File: src/rtl/quadmux_pkg.sv
package quadmux_pkg;
  // Strobes from position decode to the byte datapath
  typedef struct packed {
    logic       chanReq;  // request lies inside a channel's 704-byte region
    logic [1:0] chan;     // quadrant index
    logic       oddByte;  // parity of the byte position, selects the fill byte
  } quadCtrl_t;

  localparam logic [7:0] FILL_EVEN = 8'h80;
  localparam logic [7:0] FILL_ODD  = 8'h10;
  localparam int         NUM_CH    = 4;
endpackage

File: src/rtl/quadmux_ctrl.sv
module quadmux_ctrl
  import quadmux_pkg::*;
#(
  parameter int CH_BYTES   = 704,
  parameter int SLOT_BYTES = 720,
  parameter int ROWS       = 288,
  parameter int LINE_W     = 10,
  parameter int BYTE_W     = 11
) (
  input  logic              reqValid,
  input  logic [LINE_W-1:0] reqLine,
  input  logic [BYTE_W-1:0] reqByte,
  output quadCtrl_t         ctrl
);
  localparam logic [BYTE_W-1:0] SLOT_B  = BYTE_W'(SLOT_BYTES);
  localparam logic [BYTE_W-1:0] WIDE_B  = BYTE_W'(2 * SLOT_BYTES);
  localparam logic [BYTE_W-1:0] CH_B    = BYTE_W'(CH_BYTES);
  localparam logic [LINE_W-1:0] ROWS_L  = LINE_W'(ROWS);
  localparam logic [LINE_W-1:0] TALL_L  = LINE_W'(2 * ROWS);

  logic              rightHalf, lowerHalf, inPicture;
  logic [BYTE_W-1:0] slotOffset;

  always_comb begin
    rightHalf    = reqByte >= SLOT_B;
    lowerHalf    = reqLine >= ROWS_L;
    inPicture    = (reqByte < WIDE_B) && (reqLine < TALL_L);
    slotOffset   = rightHalf ? reqByte - SLOT_B : reqByte;
    ctrl.chanReq = reqValid && inPicture && (slotOffset < CH_B);
    ctrl.chan    = {lowerHalf, rightHalf};
    ctrl.oddByte = reqByte[0];
  end
endmodule

File: src/rtl/quadmux_dp.sv
module quadmux_dp
  import quadmux_pkg::*;
#(
  parameter int DATA_W = 8
) (
  input  logic                     clk,
  input  logic                     rstN,
  input  logic                     reqValid,
  input  quadCtrl_t                ctrl,
  input  logic [NUM_CH-1:0]        srcReady,
  input  logic [NUM_CH*DATA_W-1:0] srcData,
  output logic [NUM_CH-1:0]        srcTake,
  output logic                     outValid,
  output logic [DATA_W-1:0]        outData,
  output logic [NUM_CH-1:0]        underrun
);
  logic [DATA_W-1:0] fillByte, chanByte;
  logic              chanHit;

  always_comb begin
    fillByte = ctrl.oddByte ? DATA_W'(FILL_ODD) : DATA_W'(FILL_EVEN);
    chanByte = srcData[ctrl.chan*DATA_W +: DATA_W];
    chanHit  = ctrl.chanReq && srcReady[ctrl.chan];
  end

  for (genvar k = 0; k < NUM_CH; k++) begin : g_chan
    logic selK;
    assign selK       = ctrl.chanReq && (ctrl.chan == 2'(k));
    assign srcTake[k] = selK && srcReady[k];

    always_ff @(posedge clk) begin
      if (!rstN)                    underrun[k] <= 1'b0;
      else if (selK && !srcReady[k]) underrun[k] <= 1'b1;
    end
  end

  always_ff @(posedge clk) begin
    if (!rstN) begin
      outValid <= 1'b0;
      outData  <= '0;
    end else begin
      outValid <= reqValid;
      outData  <= chanHit ? chanByte : fillByte;
    end
  end
endmodule

File: src/rtl/quad_cif_mux.sv
module quad_cif_mux
  import quadmux_pkg::*;
#(
  parameter  int CH_PIXELS   = 352,
  parameter  int SLOT_PIXELS = 360,
  parameter  int ROWS        = 288,
  parameter  int DATA_W      = 8,
  localparam int CH_BYTES    = 2 * CH_PIXELS,
  localparam int SLOT_BYTES  = 2 * SLOT_PIXELS,
  localparam int LINE_W      = $clog2(2 * ROWS + 1),
  localparam int BYTE_W      = $clog2(2 * SLOT_BYTES + 1)
) (
  input  logic                     clk,
  input  logic                     rstN,
  input  logic                     reqValid,
  input  logic [LINE_W-1:0]        reqLine,
  input  logic [BYTE_W-1:0]        reqByte,
  input  logic [3:0]               srcReady,
  input  logic [4*DATA_W-1:0]      srcData,
  output logic [3:0]               srcTake,
  output logic                     outValid,
  output logic [DATA_W-1:0]        outData,
  output logic [3:0]               underrun
);
  quadCtrl_t ctrl;

  quadmux_ctrl #(
    .CH_BYTES(CH_BYTES), .SLOT_BYTES(SLOT_BYTES), .ROWS(ROWS),
    .LINE_W(LINE_W), .BYTE_W(BYTE_W)
  ) u_ctrl (
    .reqValid(reqValid), .reqLine(reqLine), .reqByte(reqByte), .ctrl(ctrl)
  );

  quadmux_dp #(.DATA_W(DATA_W)) u_dp (
    .clk(clk), .rstN(rstN), .reqValid(reqValid), .ctrl(ctrl),
    .srcReady(srcReady), .srcData(srcData), .srcTake(srcTake),
    .outValid(outValid), .outData(outData), .underrun(underrun)
  );
endmodule

File: config.mk
export PLATFORM = sky130hd
export DESIGN_NAME = quad_cif_mux
export DESIGN_NICKNAME = d
export VERILOG_FILES = /design/src/rtl/quadmux_pkg.sv /design/src/rtl/quadmux_ctrl.sv /design/src/rtl/quadmux_dp.sv /design/src/rtl/quad_cif_mux.sv
export SDC_FILE = /design/constraint.sdc
export NUM_CORES = 1
export LEC_CHECK = 0
export BUFFER_PORTS_ARGS = -buffer_cell sky130_fd_sc_hd__buf_4
export CORE_MARGIN = 2
export CORE_UTILIZATION = 33
export DETAILED_ROUTE_END_ITERATION = 10
export PLACE_DENSITY = 0.75
export RECOVER_POWER = 25
export REMOVE_ABC_BUFFERS = 1
export SLEW_MARGIN = 5
export SYNTH_ARGS = -nofsm -noshare
export SYNTH_HDL_FRONTEND = slang
export SYNTH_SLANG_ARGS = --single-unit
export TNS_END_PERCENT = 5
File: constraint.sdc
create_clock -name clk -period 1.5 [get_ports clk]
set_clock_uncertainty 0.1 [all_clocks]
set_input_delay 0.225 -clock clk [delete_from_list [all_inputs] [get_ports clk]]
set_output_delay 0.225 -clock clk [all_outputs]
set_load 0.01 [all_outputs]
# After elaboration in Yosys (flattened, before gate mapping)
# Cells that the tools add are included.
# totals
out_inout_bits,17
input_bits,60
rom_bits,0
word_cells,43
ramBits,0
latchBits,0
reg_bits,13
mem_count,0
# op_classes
mux,5
add_sub_neg,1
n_reduce_logical,21
shifts,1
order_cmp,6
eq_ne,3
div_mod_pow,0
bitwise,0
multipliers,0
# ops
cell,count
32-bit by 6-bit variable part select with 8-bit output,1
1-bit logical AND,16
8-bit two-way mux,2
"11-bit by 10-bit >= comparator with 1-bit output, second input constant",1
"11-bit by 10-bit < comparator with 1-bit output, second input constant",1
"11-bit < comparator, second input constant",1
11-bit two-way mux,1
"11-bit by 10-bit subtractor with 11-bit output, second input constant",1
"10-bit by 9-bit >= comparator with 1-bit output, second input constant",1
"10-bit < comparator, second input constant",1
"2-bit equality test, second input constant",2
1-bit zero test,4
"2-bit by 3-bit < comparator with 1-bit output, second input constant",1
1-bit binary-select mux with 2-bit select,1
"2-bit by 1-bit equality test with 1-bit output, second input constant",1
2-bit zero test,1
1-bit two-way mux,1

# Longest topological paths before layout
# depth
ltp_word,6
mapped_depth,6
ltp_nobuf,5

# Cells and area by module
# A second synthesis with hierarchy kept.
# unflattened
cells_unflattened,73
hier_area_um2,818.3
# by_module_without_submodules
module,seq_area_each_um2,area_per_inst_um2,cells_per_inst,n_inst
quadmux_dp,260.2,714.4,56,1
quadmux_ctrl,0.0,103.8,17,1

# Worst setup path before layout
# Ideal clock, no wire load.
# synth_timing
path_type,input -> register
from,in reqByte[5]
to,reg u_dp.outData[1]
path_stages,5
arrival_ps,1424
setup_time_ps,117
path_buffers,1
setup_slack_ps,-141
required_ps,1283
cell_sequence,o2111a_2 > nor2_4 > buf_8 > mux4_2 > nor2b_4
# synth_via
elab_chain_len,6
elab_cells_between_ends,13
cone_classes,add/sub (1); order compare (3); shift (1); mux (4); reduce/logical (4)
# synth_lines
element,line,rtl
start: declaration,quad_cif_mux.sv:17,"input logic [BYTE_W-1:0] reqByte,"
11-bit by 10-bit subtractor with 11-bit output (tied with other cells),quadmux_ctrl.sv:28,slotOffset = rightHalf ? reqByte - SLOT_B : reqByte;
11-bit two-way mux / 1-bit logical AND (equally long branches),"quadmux_ctrl.sv:28, quadmux_ctrl.sv:27",
11-bit by 10-bit < comparator with 1-bit output / 1-bit logical AND (equally long branches),quadmux_ctrl.sv:29,ctrl.chanReq = reqValid && inPicture && (slotOffset < CH_B);
1-bit logical AND,quadmux_ctrl.sv:29,
1-bit logical AND,quadmux_dp.sv:23,chanHit = ctrl.chanReq && srcReady[ctrl.chan];
8-bit two-way mux *,quadmux_dp.sv:43,outData <= chanHit ? chanByte : fillByte;
end signal: assignment,quadmux_dp.sv:43,
end: declaration,quadmux_dp.sv:14,"output logic [DATA_W-1:0] outData,"
# Mark *: on every way between the ends. The rest lies on a longest branch, timed or not. The select of a mux whose other input is x is not followed.
# A chain may end at the register's enable or synchronous reset.

# Final worst setup path
# layout_timing
from,in reqByte[4]
to,out srcTake[2]
# layout_via
elab_chain_len,6
elab_cells_between_ends,11
cone_classes,add/sub (1); order compare (3); eq/ne (1); mux (1); reduce/logical (5)
# layout_lines
element,line,rtl
11-bit by 10-bit subtractor with 11-bit output (tied with other cells),quadmux_ctrl.sv:28,
11-bit two-way mux / 1-bit logical AND (equally long branches),"quadmux_ctrl.sv:28, quadmux_ctrl.sv:27",
11-bit by 10-bit < comparator with 1-bit output / 1-bit logical AND (equally long branches),quadmux_ctrl.sv:29,
1-bit logical AND,quadmux_ctrl.sv:29,
1-bit logical AND *,quadmux_dp.sv:28,assign selK = ctrl.chanReq && (ctrl.chan == 2'(k));
1-bit logical AND *,quadmux_dp.sv:29,assign srcTake[k] = selK && srcReady[k];
end: declaration,quad_cif_mux.sv:20,"output logic [3:0] srcTake,"
# Mark *: on every way between the ends. The rest lies on a longest branch, timed or not.

==> results.toml <==
[worst_setup_path]
arrival_ps = 1430
worstPathMaxFanout = 5
crit_path_end_kind = "output pin"
crit_path_top_delay_cell = "a21oi_4"
crit_type = "input pin to output pin"
max_stage_delay_ps = 230
cp_top_family = "buffers and inverters"
path_buf_inv = 4
crit_top_cell = "buf_6"
critPathLaunchType = "input pin"
crit_path_cell_trace = "buf_6 -> buf_6 -> nor3_4 -> o21bai_2 -> a21oi_4 -> buf_6 -> nand3_2 -> nor2_2 -> buf_4"
crit_required_ps = 1170

[final_layout]
multi_input_area_um2 = 623
fin_util = 0.658
fillers = 214
drive_above_1_share = 0.617
nets = 236
diodes = 0
area_delta_synth_final_pct = 89.9
fin_area_um2 = 1630
regArea_um2 = 260

[detailed_routing]
drtIter0Drc = 22
wire_per_inst_um = 17.1
ant_nets = 0
first_pass_iters = 4
wirelength_um = 3510
viasPerCell = 5.29
vias = 1084
drc = 0

[synth]
netlist_instances = 88
syn_area_um2 = 858
ys_seq_elements = 13
yosysSeqAreaShare = 0.303
syn_avg_cell_area_um2 = 9.75
ys_warn_count = 0
yosys.cell_types.count = 36

[placement]
gp_congestion = 0.774
numPortBuffers = 68
place_ws_ps = -313
placed_area_um2 = 1480
dpl.hpwl_um = 2400

[grt]
grt_first_pass_wirelength_um = 4260
track_usage = 0.198
grt_pass1_vias = 991
antenna_found_initial = 0
grt_max_degree = 12
grt.overflow.total = 0

[timing]
rsz0062_at_grt = "yes"
finalSetupTns_ps = -1090
drv_slew = 0
finalCritPeriodShare = 1.17
max-slew-margin-rel = 0.583
hold_viol_final = 0
worst_slack_ps = -254
tightestPinTransition_ps = 624
period_needed_ps = 1750
max_freq_mhz = 570
setup_viol = 12

[die]
initial_core_util = 0.346
pin_count = 77
dieArea_um2 = 3030
core_area_um2 = 2480
fp.dieH_um = 55
fp-row-count = 18
die_w_um = 55

[clocking]
cts_root_buffer = "clkbuf_4"
clk_path_buf_depth = 2
clkTransAtPathRegs_ps = 80
cts_sinks = 13
cts_tree = "done"
numCtsBuffers = 3
clk_latency_ps = 280
cts_max_level = 1

[run_status]
status = "finished with violations"
failed_checks = "negative setup slack"

[pwr]
max-vdd-ir-drop_mv = 0.500
leakage_nw = 0.764
p_per_area_nw_per_um2 = 590

[worst_hold_path]
hold_path_class = "input pin to flip-flop"

[flow_run]
drv_cap = 0
[kinds of logic (layout without fill, tap and decap cells)]
group / after synthesis / in the layout / share of synthesized area
compound gates: 22 / 22 / 0.211
mux: 8 / 8 / 0.203
flops: 13 / 13 / 0.303
simple gates: 36 / 36 / 0.229
buf+inv: 9 / 96 / 0.0539
[sequential cells by signal, indices dropped and copies added (netlist names)]
register,flops
u_dp.underrun,4
u_dp.outData,8
u_dp.outValid,1
[layout by cell type (no fill, tap or decap), types with 2 or more instances in the layout]
cell type,n
clkbuf_1,5
mux4_1,4
nand2_2,2
nor3_2,3
buf_4,74
nor2_1,5
nand2_1,7
a211oi_1,2
mux4_2,2
nand3_1,2
clkbuf_4,3
mux2i_1,2
nor2_2,2
dfxtp_1,13
a21boi_0,2
a41oi_1,4
buf_6,8
inv_1,5
nor2b_1,5
a311o_1,2
[Yosys cell counts]
| library cell | count | area, um2 |
|---|---|---|
| dfxtp_1 | 13 | 260 |
| nand2_1 | 9 | 33.8 |
| nor2_1 | 7 | 26.3 |
| inv_1 | 6 | 22.5 |
| mux4_1 | 5 | 131 |
| nor2b_1 | 5 | 31.3 |
| a41oi_1 | 4 | 35.0 |
| nor3_1 | 4 | 20.0 |
| nand3_1 | 3 | 15.0 |
| a211oi_1 | 2 | 15.0 |
| a21boi_0 | 2 | 15.0 |
| a21oi_1 | 2 | 10.0 |
| a311o_1 | 2 | 20.0 |
| mux2i_1 | 2 | 20.0 |
| a21o_1 | 1 | 7.51 |
| a21oi_2 | 1 | 8.76 |
| and2_1 | 1 | 6.26 |
| buf_8 | 1 | 15.0 |
| clkbuf_1 | 1 | 3.75 |
| clkbuf_2 | 1 | 5.00 |
| mux4_2 | 1 | 22.5 |
| nand2b_1 | 1 | 6.26 |
| nand3b_1 | 1 | 7.51 |
| nand4_2 | 1 | 12.5 |
| nor2_4 | 1 | 11.3 |
| nor2b_4 | 1 | 13.8 |
| nor4_1 | 1 | 6.26 |
| o2111a_2 | 1 | 12.5 |
| o2111ai_1 | 1 | 8.76 |
| o211ai_1 | 1 | 7.51 |
| o211ai_2 | 1 | 12.5 |
| o21ai_0 | 1 | 5.00 |
| o21bai_1 | 1 | 7.51 |
| o31ai_1 | 1 | 7.51 |
| o32ai_1 | 1 | 8.76 |
| or2_1 | 1 | 6.26 |
[layout make-up]
type                    instances  share of cell area
well taps                      30              0.0230
repair buffers                 86               0.405
flip-flops and latches         13               0.160
clock buffers                   4              0.0161
multi-input cells              66               0.382
inverters                       6              0.0138
[worst paths after layout]
path | startpoint | endpoint | slack [ps] | depth (start not counted)
setup / recovery | reqByte[4] | srcTake[2] | -250 | 9
hold / removal | reqValid | u_dp.outValid | 60 | 2
setup reg to reg | u_dp.underrun[1] | u_dp.underrun[1] | 750 | 2
hold reg to reg | u_dp.underrun[0] | u_dp.underrun[0] | 400 | 2
[timing repair]
action,CTS,global route
setup endpoints to repair,7,14
gates resized for setup,11,15
pin swaps,6,10
hold buffers,0,0
buffers inserted,3,2
hold endpoints to repair,0,0
[metal layers]
metal	vias up	track usage	wire, um
li1	511	-	-
met1	519	0.226	1320
met2	50	0.365	1930
met3	4	0.0591	243
met4	0	0.0366	21
met5	-	0	0
[through the flow]
stage / power, mW / cells / hold WS [ps]
floorplan: 0.498 / 85 / 247
global placement: 0.676 / 196 / 340
detailed placement: 0.686 / 196 / 344
CTS: 0.927 / 203 / 54.5
global route: 0.995 / 205 / 58.0
finish: 0.962 / 205 / 58.4
[power breakdown]
group	switching (mW)	internal (mW)
registers	0.00376	0.357
clock network	0.126	0.103
logic	0.153	0.218
Power figures use the tool's default switching activity.
